## src/rtl/intc_pkg.sv

```systemverilog
package intc_pkg;
  // index of the highest set bit; 0 when none is set
  function automatic int unsigned top_bit(logic [31:0] m);
    int unsigned r;
    r = 0;
    for (int i = 0; i < 32; i++)
      if (m[i]) r = i;
    return r;
  endfunction

  // vector chosen for a winning level
  function automatic logic [31:0] level_vector(int unsigned lvl, int unsigned fast_lvl,
                                               logic dev_en, logic [31:0] bus);
    if (dev_en && lvl != 0 && lvl != fast_lvl) return bus;
    return 32'(lvl);
  endfunction
endpackage

```

## src/rtl/intc_prio.sv

```systemverilog
module intc_prio #(
  parameter int NLV = 9,
  localparam int LW = $clog2(NLV)
) (
  input  logic [NLV-1:0] pend,
  input  logic [NLV-1:0] isr,
  output logic           elig_any,
  output logic [LW-1:0]  win_lvl
);
  import intc_pkg::*;

  logic          busy;
  logic [LW-1:0] cur_lvl;
  logic [NLV-1:0] elig;

  assign busy    = |isr;
  assign cur_lvl = LW'(top_bit(32'(isr)));

  for (genvar i = 0; i < NLV; i++) begin : g_elig
    assign elig[i] = pend[i] & (!busy || (LW'(i) > cur_lvl));
  end

  assign elig_any = |elig;
  assign win_lvl  = LW'(top_bit(32'(elig)));
endmodule

```

## src/rtl/intc_nest.sv

```systemverilog
module intc_nest #(
  parameter int NLV = 9,
  localparam int LW = $clog2(NLV)
) (
  input  logic           clk,
  input  logic           rst_n,
  input  logic           take,
  input  logic [LW-1:0]  win_lvl,
  input  logic           ret,
  output logic [NLV-1:0] isr
);
  import intc_pkg::*;

  logic [LW-1:0] pop_lvl;
  assign pop_lvl = LW'(top_bit(32'(isr)));

  always_ff @(posedge clk) begin
    if (!rst_n) isr <= '0;
    else if (ret) begin
      if (|isr) isr[pop_lvl] <= 1'b0;
    end else if (take) isr[win_lvl] <= 1'b1;
  end

  p_take_push_r4: assert property (@(posedge clk) disable iff (!rst_n)
    take |=> $countones(isr) == $past($countones(isr)) + 1);
  p_ret_pop_r6: assert property (@(posedge clk) disable iff (!rst_n)
    (ret && |isr) |=> $countones(isr) + 1 == $past($countones(isr)));
endmodule

```

## src/rtl/intc_vecout.sv

```systemverilog
module intc_vecout #(
  parameter int NLV   = 9,
  parameter int VEC_W = 8,
  localparam int LW   = $clog2(NLV),
  localparam int FAST_LVL = NLV - 1
) (
  input  logic             clk,
  input  logic             rst_n,
  input  logic             take,
  input  logic [LW-1:0]    win_lvl,
  input  logic             dev_en,
  input  logic [VEC_W-1:0] dev_bus,
  output logic [VEC_W-1:0] vec,
  output logic             vld,
  output logic             fast
);
  import intc_pkg::*;

  logic [VEC_W-1:0] next_vec;
  assign next_vec = VEC_W'(level_vector(int'(win_lvl), FAST_LVL, dev_en, 32'(dev_bus)));

  always_ff @(posedge clk) begin
    if (!rst_n) begin
      vec  <= '0;
      vld  <= 1'b0;
      fast <= 1'b0;
    end else begin
      vld  <= take;
      fast <= take && (int'(win_lvl) == FAST_LVL);
      if (take) vec <= next_vec;
    end
  end

  p_fast_with_vld_r7: assert property (@(posedge clk) disable iff (!rst_n)
    fast |-> vld);
  p_vld_caused_r10: assert property (@(posedge clk) disable iff (!rst_n)
    vld |-> $past(take));
endmodule

```

## src/rtl/prio_vec_intc.sv

```systemverilog
module prio_vec_intc #(
  parameter int N_HW  = 7,
  parameter int VEC_W = 8
) (
  input  logic             clk,
  input  logic             rst_n,
  input  logic [N_HW-1:0]  hw_irq,
  input  logic             fast_irq,
  input  logic             soft_irq,
  input  logic             dev_vec_en,
  input  logic [VEC_W-1:0] dev_bus,
  output logic             int_req,
  input  logic             int_ack,
  input  logic             svc_ret,
  output logic [VEC_W-1:0] vec_out,
  output logic             vec_vld,
  output logic             pc_only
);
  localparam int NLV = N_HW + 2;
  localparam int LW  = $clog2(NLV);

  logic [NLV-1:0] pend;
  logic [NLV-1:0] isr;
  logic [LW-1:0]  win_lvl;
  logic           elig_any;
  logic           take_evt;

  assign pend     = {fast_irq, hw_irq, soft_irq};
  assign int_req  = elig_any;
  assign take_evt = int_ack && elig_any && !svc_ret;

  intc_prio #(.NLV(NLV)) u_prio (
    .pend(pend), .isr(isr), .elig_any(elig_any), .win_lvl(win_lvl)
  );

  intc_nest #(.NLV(NLV)) u_nest (
    .clk(clk), .rst_n(rst_n), .take(take_evt), .win_lvl(win_lvl),
    .ret(svc_ret), .isr(isr)
  );

  intc_vecout #(.NLV(NLV), .VEC_W(VEC_W)) u_vec (
    .clk(clk), .rst_n(rst_n), .take(take_evt), .win_lvl(win_lvl),
    .dev_en(dev_vec_en), .dev_bus(dev_bus),
    .vec(vec_out), .vld(vec_vld), .fast(pc_only)
  );

  p_noreq_noack_r10: assert property (@(posedge clk) disable iff (!rst_n)
    !int_req |=> !vec_vld);
endmodule

```

## config.mk

```make
export PLATFORM = sky130hd
export DESIGN_NAME = prio_vec_intc
export DESIGN_NICKNAME = d
export VERILOG_FILES = /design/src/rtl/intc_pkg.sv /design/src/rtl/intc_prio.sv /design/src/rtl/intc_nest.sv /design/src/rtl/intc_vecout.sv /design/src/rtl/prio_vec_intc.sv
export SDC_FILE = /design/constraint.sdc
export NUM_CORES = 1
export LEC_CHECK = 0
export ABC_AREA = 0
export BUFFER_PORTS_ARGS = -buffer_cell sky130_fd_sc_hd__buf_2
export CORE_MARGIN = 2
export CORE_UTILIZATION = 51
export CTS_BUF_LIST = sky130_fd_sc_hd__clkbuf_8 sky130_fd_sc_hd__clkbuf_16
export CTS_CLUSTER_DIAMETER = 80
export DETAILED_ROUTE_END_ITERATION = 7
export PLACE_DENSITY = 0.89
export REMOVE_ABC_BUFFERS = 1
export SLEW_MARGIN = 20
export SYNTH_ARGS = -nofsm -noshare
export SYNTH_HDL_FRONTEND = slang
export SYNTH_SLANG_ARGS = --single-unit
```

## constraint.sdc

```tcl
create_clock -name clk -period 2.05 [get_ports clk]
set_input_delay 0.3075 -clock clk [delete_from_list [all_inputs] [get_ports clk]]
set_output_delay 0.3075 -clock clk [all_outputs]
set_load 0.1 [all_outputs]
```

==> metrics <==
status=finished, final reports clean; H-Tree Level Count=1; Synth cell types=41; max cap viols=0; GRT overflow=0; Worst-path clk slew=roughly 70 ps; crit path max-delay cell type=dfxtp_1; post-route ant nets=0; die area=2730 um2; Clock Skew=4.40 ps; Reg power frac=0.412; Die Y=52.3 um; end of the worst register-to-register path=u_nest.isr[6]; routability-driven placement congestion ratio=0.915; Clock Path Buffers=2; RSZ-0062 raised after global routing=yes; Port Buffer Count=32; crit path buf inv count=1; Reg-to-Reg Start=u_nest.isr[2]; hold wc startpoint=dev_bus[7]; first-pass GRT wire length=between 5000 and 6000 um; CP startpoint=u_nest.isr[2]; setup slack, reg-to-reg=120 ps; via count=around 1,300; leading cell types by count after synthesis=dfxtp_1 (19), nand2_1 (19), a21oi_1 (11); #FFs+latches synth=19; CTS tree=built; reg2reg path depth=7; Synth Area in Adders=0; minimum clock period=between 2000 and 2500 ps; Hold Crit Class=input pin to flip-flop; Gate power share=0.324; max-slew violation count=0; Detailed Place HPWL=between 2000 and 3000 um; clock share of power=0.264; Core Rows=17; placed cells=about 210; Switching Share=0.345; wire length per cell=16.0 um; worst setup margin=45.8 ps; DR iter-0 viols=50; Relative slew margins=0.623; Post-Syn Area=around 1200 um2; crit-path cells=and2b_1, o211ai_1, nand4_4, nand3_4, buf_12; Synth Area in XOR/XNOR=0; top-level I/O count=33; layout cell share with drive strength beyond 1=0.348; nets=between 200 and 250; Setup crit end kind=output port; IR drop worst, VDD=a little under 0.0005 V; CTS root buffer=clkbuf_8; final cell count without fillers=between 200 and 250; number of global-route vias before repair=1,295; Worst path max stage delay=a little under 400 ps; Post-synth EDFFs=0; cell area power density=619 nW/um2; syn_area_per_cell=just over 8 um2; Chip Width=approximately 52 um; Compound-Gate Fraction of Synth Area=0.281; post-synthesis sequential area ratio=0.320; Critical Path AT=1700 ps; Primary FF master, synth=dfxtp_1; Int Pwr=621 uW; Core Area=between 2000 and 2500 um2; pre-CTS WS=-35.1 ps; routed vias/inst=6.07; Critical Path RT=1740 ps; delay-heaviest family, CP=simple AND/OR/NAND/NOR gates; Fmax=about 0.5 GHz; Warnings, synthesis=0; largest net degree at the start of global routing=16; Synth Area in Simple Gates=0.335; ANT cells=0; global-route usage over all layers=0.273; ys async rst share=0; crit share post-route=0.978; DRC Markers=0; area delta synth->final=29.0%; cell count after synthesis=around 140; Clock Latency Late Sink=about 250 ps; share of the synthesized area in the top cell type=0.320; Psw=~330 uW; CTS sink cnt=19; drt first pass iters=4; Initial Util=0.537; initial antenna violation count=0; critical path type=flip-flop to output port; post-synthesis mux area share=0; cts bufs inserted=3; worst slew pin tran=between 500 and 600 ps; largest family of logic cells by synthesized area=simple AND/OR/NAND/NOR gates; Levels on crit path=5; Leak Pwr=about 0.00065 uW; Routed WL=3440 um; crit path max fanout=5; most area-hungry cell type in the Yosys netlist=dfxtp_1; Area contributors post-synth=dfxtp_1 (32%), nand2_1 (6.0%), a21oi_1 (4.6%); final setup vio count=0; crit start category=flip-flop; Hold Vio Cnt, Final=0; Worst setup endpoint=int_req
-- state kept, by name, indices dropped and copies added, names as in the netlist --
signal / count
u_vec.fast: 1
u_nest.isr: 9
u_vec.vec: 8
u_vec.vld: 1
-- how the worst min path moves through the flow --
stage	cells past startpoint	slack [ps]	end
floorplan	1	410	u_nest.isr[6]
global placement	2	450	u_vec.vec[4]
detailed placement	2	460	u_vec.vec[4]
CTS	3	300	u_vec.vec[7]
global route	3	330	u_vec.vec[6]
finish	3	300	u_vec.vec[7]
-- layout make-up --
class / count / area (um2)
Clock buffer: 3 / 41.3
Fill cell: 188 / 681
Inverter: 10 / 37.5
Clock inverter: 1 / 3.75
Timing Repair Buffer: 43 / 262
Sequential cell: 19 / 385
Multi-Input combinational cell: 111 / 767
Tap cell: 28 / 35.0
-- cell usage in the layout (no fill, tap or decap), types with 2 or more instances in the layout --
cell type | Yosys | routed
a211oi_1 | 2 | 2
a21oi_1 | 11 | 10
a311oi_1 | 2 | 2
and2_4 | 3 | 3
and2b_1 | 2 | 2
buf_2 | 0 | 31
buf_4 | 0 | 10
clkbuf_8 | 0 | 3
dfxtp_1 | 19 | 17
inv_1 | 9 | 10
nand2_1 | 19 | 18
nand2b_1 | 3 | 3
nand3_1 | 8 | 8
nand4_1 | 4 | 4
nand4_4 | 1 | 2
nor2_1 | 7 | 7
nor2b_1 | 4 | 4
nor3_1 | 2 | 2
nor3b_1 | 2 | 2
o211ai_1 | 2 | 2
o21a_1 | 3 | 3
o21ai_0 | 10 | 9
o22ai_1 | 4 | 4
o311ai_0 | 3 | 3
o31ai_1 | 3 | 3
-- stage by stage --
| step | utilization | hold slack [ps] | setup TNS [ps] | power, uW | cell area, um2 |
|---|---|---|---|---|---|
| after floorplan | - | 412 | 0 | 588 | 1150 |
| final | 0.692 | 304 | 0 | 948 | 1530 |
| after global routing | 0.692 | 332 | -20.6 | 985 | 1530 |
| after CTS | 0.670 | 304 | 0 | 924 | 1480 |
| after detailed placement | 0.632 | 462 | -48.5 | 669 | 1400 |
| after global placement | 0.632 | 453 | 0 | 659 | 1400 |
-- worst min-delay path: cells and delay by family --
kind	cells	cell delay, ps
buffers and inverters	1	90
AO/OA/AOI/OAI	1	60
AND/OR/NAND/NOR	1	40
-- timing repair --
| action | in CTS | in global routing |
|---|---|---|
| pin swaps | 3 | 5 |
| hold buffers | 0 | 0 |
| setup buffers | 5 | 1 |
| setup endpoints to repair | 6 | 8 |
| resized for setup | 1 | 9 |
-- power by group through the flow --
| stage | combinational (uW) | clock (uW) | sequential, uW |
|---|---|---|---|
| finish | 307 | 250 | 391 |
| global route | 327 | 266 | 392 |
| CTS | 280 | 253 | 391 |
| detailed placement | 270 | 0 | 399 |
| global placement | 261 | 0 | 398 |
| floorplan | 128 | 0 | 461 |
-- logic make-up (layout without fill, tap and decap cells) --
family / count (synthesis) / after routing
compound gates: 47 / 47
buf+inv: 14 / 57
simple gates: 64 / 64
flops: 19 / 19
-- layer usage --
| metal | share of wire | routed length (um) | GRT usage | vias to the layer above |
|---|---|---|---|---|
| met2 | 0.51 | 1740 | 0.496 | 73 |
| li1 | - | - | - | 618 |
| met5 | 0 | 0 | 0 | - |
| met3 | 0.079 | 273 | 0.0371 | 10 |
| met1 | 0.39 | 1340 | 0.311 | 604 |
| met4 | 0.023 | 80 | 0.137 | 0 |
(Power assumes the default switching activity.)
